==> src/rtl/irq_accept_pkg.sv <==
package irq_accept_pkg;

  typedef enum logic [2:0] {
    DT_FIXED   = 3'd0,
    DT_SMI     = 3'd1,
    DT_NMI     = 3'd2,
    DT_INIT    = 3'd3,
    DT_EXTINT  = 3'd4,
    DT_STARTUP = 3'd5,
    DT_RSV6    = 3'd6,
    DT_RSV7    = 3'd7
  } dtype_e;

  function automatic logic is_special(dtype_e t);
    return (t == DT_SMI) || (t == DT_NMI) || (t == DT_INIT) ||
           (t == DT_EXTINT) || (t == DT_STARTUP);
  endfunction

  function automatic logic is_reserved(dtype_e t);
    return (t == DT_RSV6) || (t == DT_RSV7);
  endfunction

endpackage

==> src/rtl/irq_hi_find.sv <==
module irq_hi_find #(
  parameter int N = 256,
  parameter int W = $clog2(N)
) (
  input  logic [N-1:0] bits,
  output logic         any,
  output logic [W-1:0] idx
);
  always_comb begin
    any = 1'b0;
    idx = '0;
    for (int i = 0; i < N; i++) begin
      if (bits[i]) begin
        any = 1'b1;
        idx = W'(i);
      end
    end
  end
endmodule

==> src/rtl/irq_vec_regs.sv <==
module irq_vec_regs #(
  parameter int N = 256,
  parameter int W = $clog2(N)
) (
  input  logic         clk,
  input  logic         rst_n,
  input  logic         set_pend,
  input  logic [W-1:0] set_idx,
  input  logic         set_lvl,
  input  logic         ack,
  input  logic [W-1:0] ack_idx,
  input  logic         retire,
  input  logic [W-1:0] retire_idx,
  output logic [N-1:0] irr,
  output logic [N-1:0] isr,
  output logic [N-1:0] tmr
);
  logic [N-1:0] plvl;

  always_ff @(posedge clk) begin
    if (!rst_n) begin
      irr  <= '0;
      isr  <= '0;
      tmr  <= '0;
      plvl <= '0;
    end else begin
      if (set_pend) begin
        irr[set_idx]  <= 1'b1;
        plvl[set_idx] <= set_lvl;
      end
      if (ack) begin
        irr[ack_idx] <= 1'b0;
        isr[ack_idx] <= 1'b1;
        tmr[ack_idx] <= plvl[ack_idx];
      end
      if (retire) begin
        isr[retire_idx] <= 1'b0;
      end
    end
  end
endmodule

==> src/rtl/irq_accept_ctrl.sv <==
module irq_accept_ctrl
  import irq_accept_pkg::*;
#(
  parameter int VEC_W   = 8,
  parameter int CLS_W   = 4,
  parameter int MIN_VEC = 16
) (
  input  logic             clk,
  input  logic             rst_n,
  input  logic             msg_valid,
  input  logic [VEC_W-1:0] msg_vector,
  input  logic [2:0]       msg_dtype,
  input  logic             msg_level,
  output logic             msg_accept,
  output logic             msg_retry,
  output logic             fwd_valid,
  output logic [2:0]       fwd_dtype,
  output logic [VEC_W-1:0] fwd_vector,
  output logic             core_req,
  output logic [VEC_W-1:0] core_vector,
  input  logic             core_ack,
  input  logic             tpr_we,
  input  logic [VEC_W-1:0] tpr_wdata,
  input  logic             eoi_we,
  output logic             eoi_bcast_valid,
  output logic [VEC_W-1:0] eoi_bcast_vector,
  output logic             err_illegal
);
  localparam int NVEC = 1 << VEC_W;

  function automatic logic [CLS_W-1:0] cls_of(logic [VEC_W-1:0] v);
    return v[VEC_W-1 -: CLS_W];
  endfunction

  function automatic logic [CLS_W-1:0] cls_max(logic [CLS_W-1:0] a,
                                               logic [CLS_W-1:0] b);
    return (a > b) ? a : b;
  endfunction

  dtype_e             dt;
  logic [NVEC-1:0]    irr_q, isr_q, tmr_q;
  logic               pend_any, svc_any;
  logic [VEC_W-1:0]   pend_top, svc_top;
  logic [VEC_W-1:0]   tpr_q;
  logic [CLS_W-1:0]   ppr_cls;
  logic               fixed_ok, take_fixed, illegal_hit, ack_fire, eoi_fire;

  assign dt          = dtype_e'(msg_dtype);
  assign fixed_ok    = msg_valid && (dt == DT_FIXED) && (msg_vector >= VEC_W'(MIN_VEC));
  assign illegal_hit = msg_valid && (dt == DT_FIXED) && (msg_vector <  VEC_W'(MIN_VEC));
  assign take_fixed  = fixed_ok && !irr_q[msg_vector];

  assign msg_accept = take_fixed || (msg_valid && is_special(dt));
  assign msg_retry  = (fixed_ok && irr_q[msg_vector]) || (msg_valid && is_reserved(dt));

  assign fwd_valid  = msg_valid && is_special(dt);
  assign fwd_dtype  = msg_dtype;
  assign fwd_vector = msg_vector;

  irq_hi_find #(.N(NVEC), .W(VEC_W)) u_pend_find (
    .bits(irr_q), .any(pend_any), .idx(pend_top)
  );
  irq_hi_find #(.N(NVEC), .W(VEC_W)) u_svc_find (
    .bits(isr_q), .any(svc_any), .idx(svc_top)
  );

  assign ppr_cls     = cls_max(cls_of(tpr_q), svc_any ? cls_of(svc_top) : '0);
  assign core_req    = pend_any && (cls_of(pend_top) > ppr_cls);
  assign core_vector = pend_top;
  assign ack_fire    = core_ack && core_req;
  assign eoi_fire    = eoi_we && svc_any;

  irq_vec_regs #(.N(NVEC), .W(VEC_W)) u_regs (
    .clk(clk), .rst_n(rst_n),
    .set_pend(take_fixed), .set_idx(msg_vector), .set_lvl(msg_level),
    .ack(ack_fire), .ack_idx(pend_top),
    .retire(eoi_fire), .retire_idx(svc_top),
    .irr(irr_q), .isr(isr_q), .tmr(tmr_q)
  );

  always_ff @(posedge clk) begin
    if (!rst_n) begin
      tpr_q            <= '0;
      err_illegal      <= 1'b0;
      eoi_bcast_valid  <= 1'b0;
      eoi_bcast_vector <= '0;
    end else begin
      if (tpr_we) tpr_q <= tpr_wdata;
      if (illegal_hit) err_illegal <= 1'b1;
      eoi_bcast_valid  <= eoi_fire && tmr_q[svc_top];
      eoi_bcast_vector <= svc_top;
    end
  end
endmodule

==> config.mk <==
export PLATFORM = sky130hd
export DESIGN_NAME = irq_accept_ctrl
export DESIGN_NICKNAME = d
export VERILOG_FILES = /design/src/rtl/irq_accept_pkg.sv /design/src/rtl/irq_hi_find.sv /design/src/rtl/irq_vec_regs.sv /design/src/rtl/irq_accept_ctrl.sv
export SDC_FILE = /design/constraint.sdc
export NUM_CORES = 2
export LEC_CHECK = 0
export CORE_ASPECT_RATIO = 1.25
export CORE_UTILIZATION = 40
export CTS_CLUSTER_DIAMETER = 120
export DETAILED_ROUTE_END_ITERATION = 8
export SYNTH_ARGS = -nofsm -noshare
export SYNTH_HDL_FRONTEND = slang
export SYNTH_SLANG_ARGS = --single-unit
==> constraint.sdc <==
create_clock -name clk -period 15.3 [get_ports clk]
set_input_delay 3.06 -clock clk [delete_from_list [all_inputs] [get_ports clk]]
set_output_delay 3.06 -clock clk [all_outputs]
set_load 0.05 [all_outputs]
# Word level (Yosys, flattened, before mapping)
# Cells that the tools add are included.
[op_classes]
n_eq_ne = 7
reduce_logical = 23
bitwise_logic = 6
n_lt_le_gt_ge = 10
mux = 1044
[ops]
columns = ["cell", "n"]
rows = [
  ["8-bit two-way mux", 256],
  ["256-bit two-way mux", 6],
  ["7-bit two-way mux", 128],
  ["1-bit two-way mux", 520],
  ["256-bit AND", 2],
  ["256-bit bitwise mux", 2],
  ["256-bit inverter", 2],
  ["256-bit OR", 2],
  ["6-bit two-way mux", 64],
  ["5-bit two-way mux", 32],
  ["4-bit two-way mux", 18],
  ["8-bit by 9-bit < comparator with 1-bit output, second input constant", 3],
  ["1-bit binary-select mux with 8-bit select", 3],
  ["1-bit demux with 8-bit select", 3],
  ["8-bit by 1-bit >= comparator with 1-bit output, second input constant", 3],
  ["3-bit two-way mux", 8],
  ["1-bit logical AND", 14],
  ["3-bit == test, second input constant", 4],
  ["8-bit by 5-bit >= comparator with 1-bit output, second input constant", 1],
  ["4-bit greater-than comparator", 2],
  ["8-bit by 5-bit < comparator with 1-bit output, second input constant", 1],
  ["2-bit two-way mux", 4],
  ["1-bit logical OR", 7],
  ["3-bit by 2-bit == test with 1-bit output, second input constant", 2],
  ["3 further kinds", 3],
]
[word_totals]
in_bits = 26
reg_bits = 1042

# Depth between registers and ports, before layout
[depth]
depth_word = 266
ltp_mapped = 32

# Cells and area by module
# From an unflattened synthesis, not the netlist that was laid out.
[unflattened]
hier_cells = 5814
hier_area_um2 = 52630.5
[by_module_without_submodules]
columns = ["module", "cells_per_inst", "n_inst", "area_per_inst_um2"]
rows = [
  ["irq_vec_regs", 4173, 1, 40696.5],
  ["irq_hi_find", 601, 2, 3344.5],
  ["irq_accept_ctrl", 439, 1, 5245.0],
]

# Worst setup path before layout
# OpenSTA, ideal clock, no wires.
[synth_timing]
kind = "input port to output port"
from = "input port msg_vector[1]"
to = "output port msg_accept"
setup_slack_ns = 6.024
arrival_time_ns = 6.216
cell_stages = 9
path_cell_list = "clkbuf_1 -> buf_1 -> clkbuf_1 -> mux4_2 -> mux4_2 -> mux4_2 -> mux4_2 -> nand2b_1 -> nand2b_1"
[synth_between]
elab_chain_len = 5
elab_cells_between_ends = 7
cone_classes = "1 x order compare; 2 x mux; 4 x reduce/logical"
[synth_lines]
columns = ["element", "line", "text"]
rows = [
  ["start, declared", "irq_accept_ctrl.sv:11", "input logic [VEC_W-1:0] msg_vector,"],
  ["1-bit binary-select mux with 8-bit select", "irq_accept_ctrl.sv:51", "assign take_fixed = fixed_ok && !irr_q[msg_vector];"],
  ["1-bit two-way mux (not written as such)", "irq_accept_ctrl.sv:51", ""],
  ["1-bit zero test", "irq_accept_ctrl.sv:51", ""],
  ["1-bit logical AND *", "irq_accept_ctrl.sv:51", ""],
  ["1-bit logical OR *", "irq_accept_ctrl.sv:53", "assign msg_accept = take_fixed || (msg_valid && is_special(dt));"],
  ["end, declared", "irq_accept_ctrl.sv:14", "output logic msg_accept,"],
]
# Mark *: on every way between the ends. The rest lies on a longest branch, timed or not. The select of a mux whose other input is x is not followed.

# Final worst setup path
[layout_timing]
from = "register u_regs.isr[24]"
to = "output port core_req"
[layout_between]
elab_chain_len = 237
elab_cells_between_ends = 469
cone_classes = "2 x order compare; 466 x mux; 1 x reduce/logical"
[layout_lines]
columns = ["element", "line", "text"]
rows = [
  ["start, declared", "irq_vec_regs.sv:15", "output logic [N-1:0] isr,"],
  ["start signal, assigned", "irq_vec_regs.sv:23", "isr <= '0;"],
  ["start signal, assigned by index", "irq_vec_regs.sv:33", "isr[ack_idx] <= 1'b1;"],
  ["start signal, assigned by index", "irq_vec_regs.sv:37", "isr[retire_idx] <= 1'b0;"],
  ["5-bit two-way mux or 1-bit two-way mux (tied branches) (8 in a row)", "irq_hi_find.sv:13", "if (bits[i]) begin"],
  ["6-bit two-way mux or 1-bit two-way mux (tied branches) (32 in a row)", "irq_hi_find.sv:13", ""],
  ["7-bit two-way mux or 1-bit two-way mux (tied branches) (64 in a row)", "irq_hi_find.sv:13", ""],
  ["8-bit two-way mux or 1-bit two-way mux (tied branches) (128 in a row)", "irq_hi_find.sv:13", ""],
  ["4-bit two-way mux *", "irq_accept_ctrl.sv:67", "assign ppr_cls = cls_max(cls_of(tpr_q), svc_any ? cls_of(svc_top) : '0);"],
  ["4-bit greater-than comparator", "irq_accept_ctrl.sv:37", "return (a > b) ? a : b;"],
  ["4-bit two-way mux *", "irq_accept_ctrl.sv:37", ""],
  ["4-bit greater-than comparator *", "irq_accept_ctrl.sv:68", "assign core_req = pend_any && (cls_of(pend_top) > ppr_cls);"],
  ["1-bit logical AND *", "irq_accept_ctrl.sv:68", ""],
  ["end, declared", "irq_accept_ctrl.sv:19", "output logic core_req,"],
]
# Mark *: on every way between the ends. The rest lies on a longest branch, timed or not.

==> summary.md <==
| Metric | Value |
|---|---|
| Finished Cell Area | 0.0568 mm2 |
| CTS buffer count | 108 |
| Layout cells sized above 1 | 0.103 |
| Die Wd | 321 um |
| Final Skew | 0.0343 ns |
| Final setup violation count | 0 |
| Hold Startpoint | u_regs.plvl[131] |
| First-pass GRT wire length | 325 mm |
| CTS H-tree lvls | 3 |
| Hold Crit Class | reg -> reg |
| Crit path capture type | output port |
| Post-Syn Nets | roughly 6,300 |
| Final WL | between 200 and 250 mm |
| Vertical die dimension | roughly 400 um |
| Routability cong. | 1.01 |
| Core area | 0.127 mm2 |
| Vias | roughly 50,000 |
| Bufs on Longest Clock Path | 3 |
| Max VDD drop | slightly below 0.00009 V |
| PnR Total Power | 5830 uW |
| Share of the synthesized area in the top cell type | 0.407 |
| Antenna violations before repair | 6 |
| Leak Pwr | ~0.021 uW |
| Rel. slew slack | 0.119 |
| Post-synthesis cell type count | between 80 and 90 |
| Clock slew at reported path FFs | 0.06 ns |
| Crit Path Max Fanout | 8 |
| Largest net degree at the start of global routing | 192 |
| Dpl hpwl | about 160 mm |
| WHS Path Cells | 2 |
| Layout net count | 6,145 |
| Asr flop ratio synth | 0 |
| Pwr dens | 103 mW/mm2 |
| Critical path class | reg -> out |
| IO Port Bufs | 54 |
| Router iterations before antenna repair | 8 |
| Critical R2R Launch | u_regs.isr[24] |
| DRC | 0 |
| Fmax | approximately 88 MHz |
| Worst Reg-to-Reg Cells | 31 |
| Crit path arrival time | 8.25 ns |
| Max Slew Vio Count | 0 |
| Detail Route Antenna Nets | 0 |
| Grt ovf | 0 |
| Placed cell areas | around 0.053 mm2 |
| CTS tree | built |
| R2r setup slk | approximately 6.5 ns |
| Final period utilization | 0.739 |
| Iter 0 DRT Violations | 6,669 |
| Ys Warns | 0 |
| Main area contributors after synthesis | dfxtp_1 41%, nor2_1 5.9%, nand2_1 5.4% |
| Syn Area/Cell | around 8.1 um2 |
| Global Route Usage Sum | 0.343 |
| # clock sinks | 1,038 |
| FF-to-FF End | u_regs.tmr[52] |
| RSZ-0062 raised after global routing | no |
| Drt via density | 6.42 |
| Synth area leader | dfxtp_1 |
| Die ar. | 0.129 mm2 |
| Fin crit period | 11.31 ns |
| #FFs+latches synth | 1,038 |
| Cts repair resizes | 0 |
| TNS Setup | 0 ns |
| Initial core utilization | 0.403 |
| Hold buffers post-CTS | 0 |
| Clk_lat worst skew | 0.77 ns |
| Most frequent cells in the layout | 1,038 x dfxtp_1, 787 x nor2_1, 732 x nand2_1 |
| Register area share after synthesis | 0.407 |
| Fin. Hold Viols | 0 |
| Syn-to-layout area delta | 11.3% |
| Worst path required time | 12.24 ns |
| Synth Flop Type | dfxtp_1 |
| Cell count after synthesis | 6,267 |
| Number of global-route vias before repair | 46,100 |
| IO Pins | 59 |
| Worst slew pin tran | 1.30 ns |
| Hold Path End | u_regs.plvl[131] |
| Status | finished, final reports clean |
| Root buffer cell | clkbuf_16 |
| Cell row count | between 100 and 150 |
| Commonest non-fill, non-tap cell in the layout | dfxtp_1 |
| Post-Syn Area | roughly 0.05 mm2 |
| Post-CTS setup buffer count | 0 |
| Post-synth EDFFs | 0 |
| CP startpoint kind | register |
| Routed wire length per instance | 28.8 um |
| Max-Cap Viols | 0 |
-- worst max path at each step --
stage                              start    endpoint  slack [ns]  depth (start not counted)
after floorplan            msg_vector[1]  msg_accept        6.02                          9
after global placement     msg_vector[0]  msg_accept        4.23                          9
after detailed placement   msg_vector[0]  msg_accept        4.22                          9
after CTS                 u_regs.isr[24]    core_req        4.13                         27
after global routing      u_regs.isr[24]    core_req        3.55                         27
final                     u_regs.isr[24]    core_req        3.99                         27
-- registers in the layout, summed over array words and instances, names as in the netlist --
register and flops:
eoi_bcast_vector 8, u_regs.tmr 256, tpr_q 4, u_regs.isr 256
u_regs.irr 256, u_regs.plvl 256, eoi_bcast_valid 1, err_illegal 1
-- cells by family (layout without fill, tap and decap cells) --
kind of cell / count (synthesis) / in the layout / share of synthesized area
buffers and inverters: 581 / 512 / 0.0478
multiplexers: 326 / 326 / 0.0886
other: 0 / 3 / 0
AND/OR/NAND/NOR: 2554 / 2554 / 0.226
adder cells (fa/ha/maj): 8 / 8 / 0.00196
AO/OA/AOI/OAI: 1760 / 1760 / 0.228
flip-flops: 1038 / 1038 / 0.407
-- synthesized netlist by cell type (35+ instances only) --
cell,number
clkbuf_1,344
o211a_1,101
or4_1,53
o221a_2,126
mux2i_1,205
nor2b_1,39
o21ai_0,415
o22ai_1,85
mux4_2,98
a211oi_1,140
nand3_1,318
and2_1,38
dfxtp_1,1038
buf_2,61
nor2_1,804
nand2_1,739
o31ai_1,35
nor4_1,162
a21oi_1,552
nor3_1,248
inv_1,126
-- final cells by class --
class	instances	area, um2
fill	12500	69800
multi-input combinational	4648	28000
sequential	1038	20800
clock buffer	145	3050
tap	1702	2130
timing repair buffer	185	1530
clock inverter	52	747
inverter	130	498
antenna	3	7.51
-- worst max-delay path, stage by stage (launching register included) --
cell and delay, ns:
dfxtp_1 0.34, nor4_1 0.62, nand4_1 0.33, a41oi_1 0.74
o2111ai_1 0.21, a21oi_1 0.21, nor2_1 0.05, or4_1 0.41
a31oi_1 0.48, buf_4 0.34, inv_1 0.29, ha_1 0.29
nor2b_1 0.10, o21ai_0 0.08, nand2b_1 0.08, a21oi_1 0.07
a41o_1 0.29, nand2_1 0.09, o21ai_0 0.11, ha_1 0.31
nor2b_1 0.11, o21ai_0 0.07, nand2b_1 0.07, a21oi_1 0.06
a41o_1 0.35, a31oi_1 0.20, buf_4 0.20, clkdlybuf4s50_1 0.96
-- through the flow --
step                hold WS, ns  utilization  instances  worst slack [ns]
floorplan                 0.423            -       6267              6.02
global placement          0.435        0.418       7703              4.23
detailed placement        0.438        0.418       7703              4.22
CTS                       0.455        0.448       7900              4.13
global route              0.471        0.448       7900              3.55
finish                    0.454        0.449       7903              3.99
-- layer usage --
layer | wire length (um) | up-vias | part of all wire | global-route usage
met5 | 51 | - | 0.00022 | 0
met4 | 16600 | 6 | 0.073 | 0.225
met3 | 21700 | 663 | 0.095 | 0.0600
met2 | 99100 | 3013 | 0.43 | 0.518
met1 | 90500 | 24300 | 0.40 | 0.447
li1 | - | 22700 | - | -
-- power by group --
part / total (uW) / internal, uW / switching [uW]
sequential: 2700 / 2700 / 1.09
clock: 2890 / 1660 / 1230
combinational: 239 / 51.8 / 188
total: 5830 / 4410 / 1420
No activity file was read; power rests on OpenSTA's default activity.
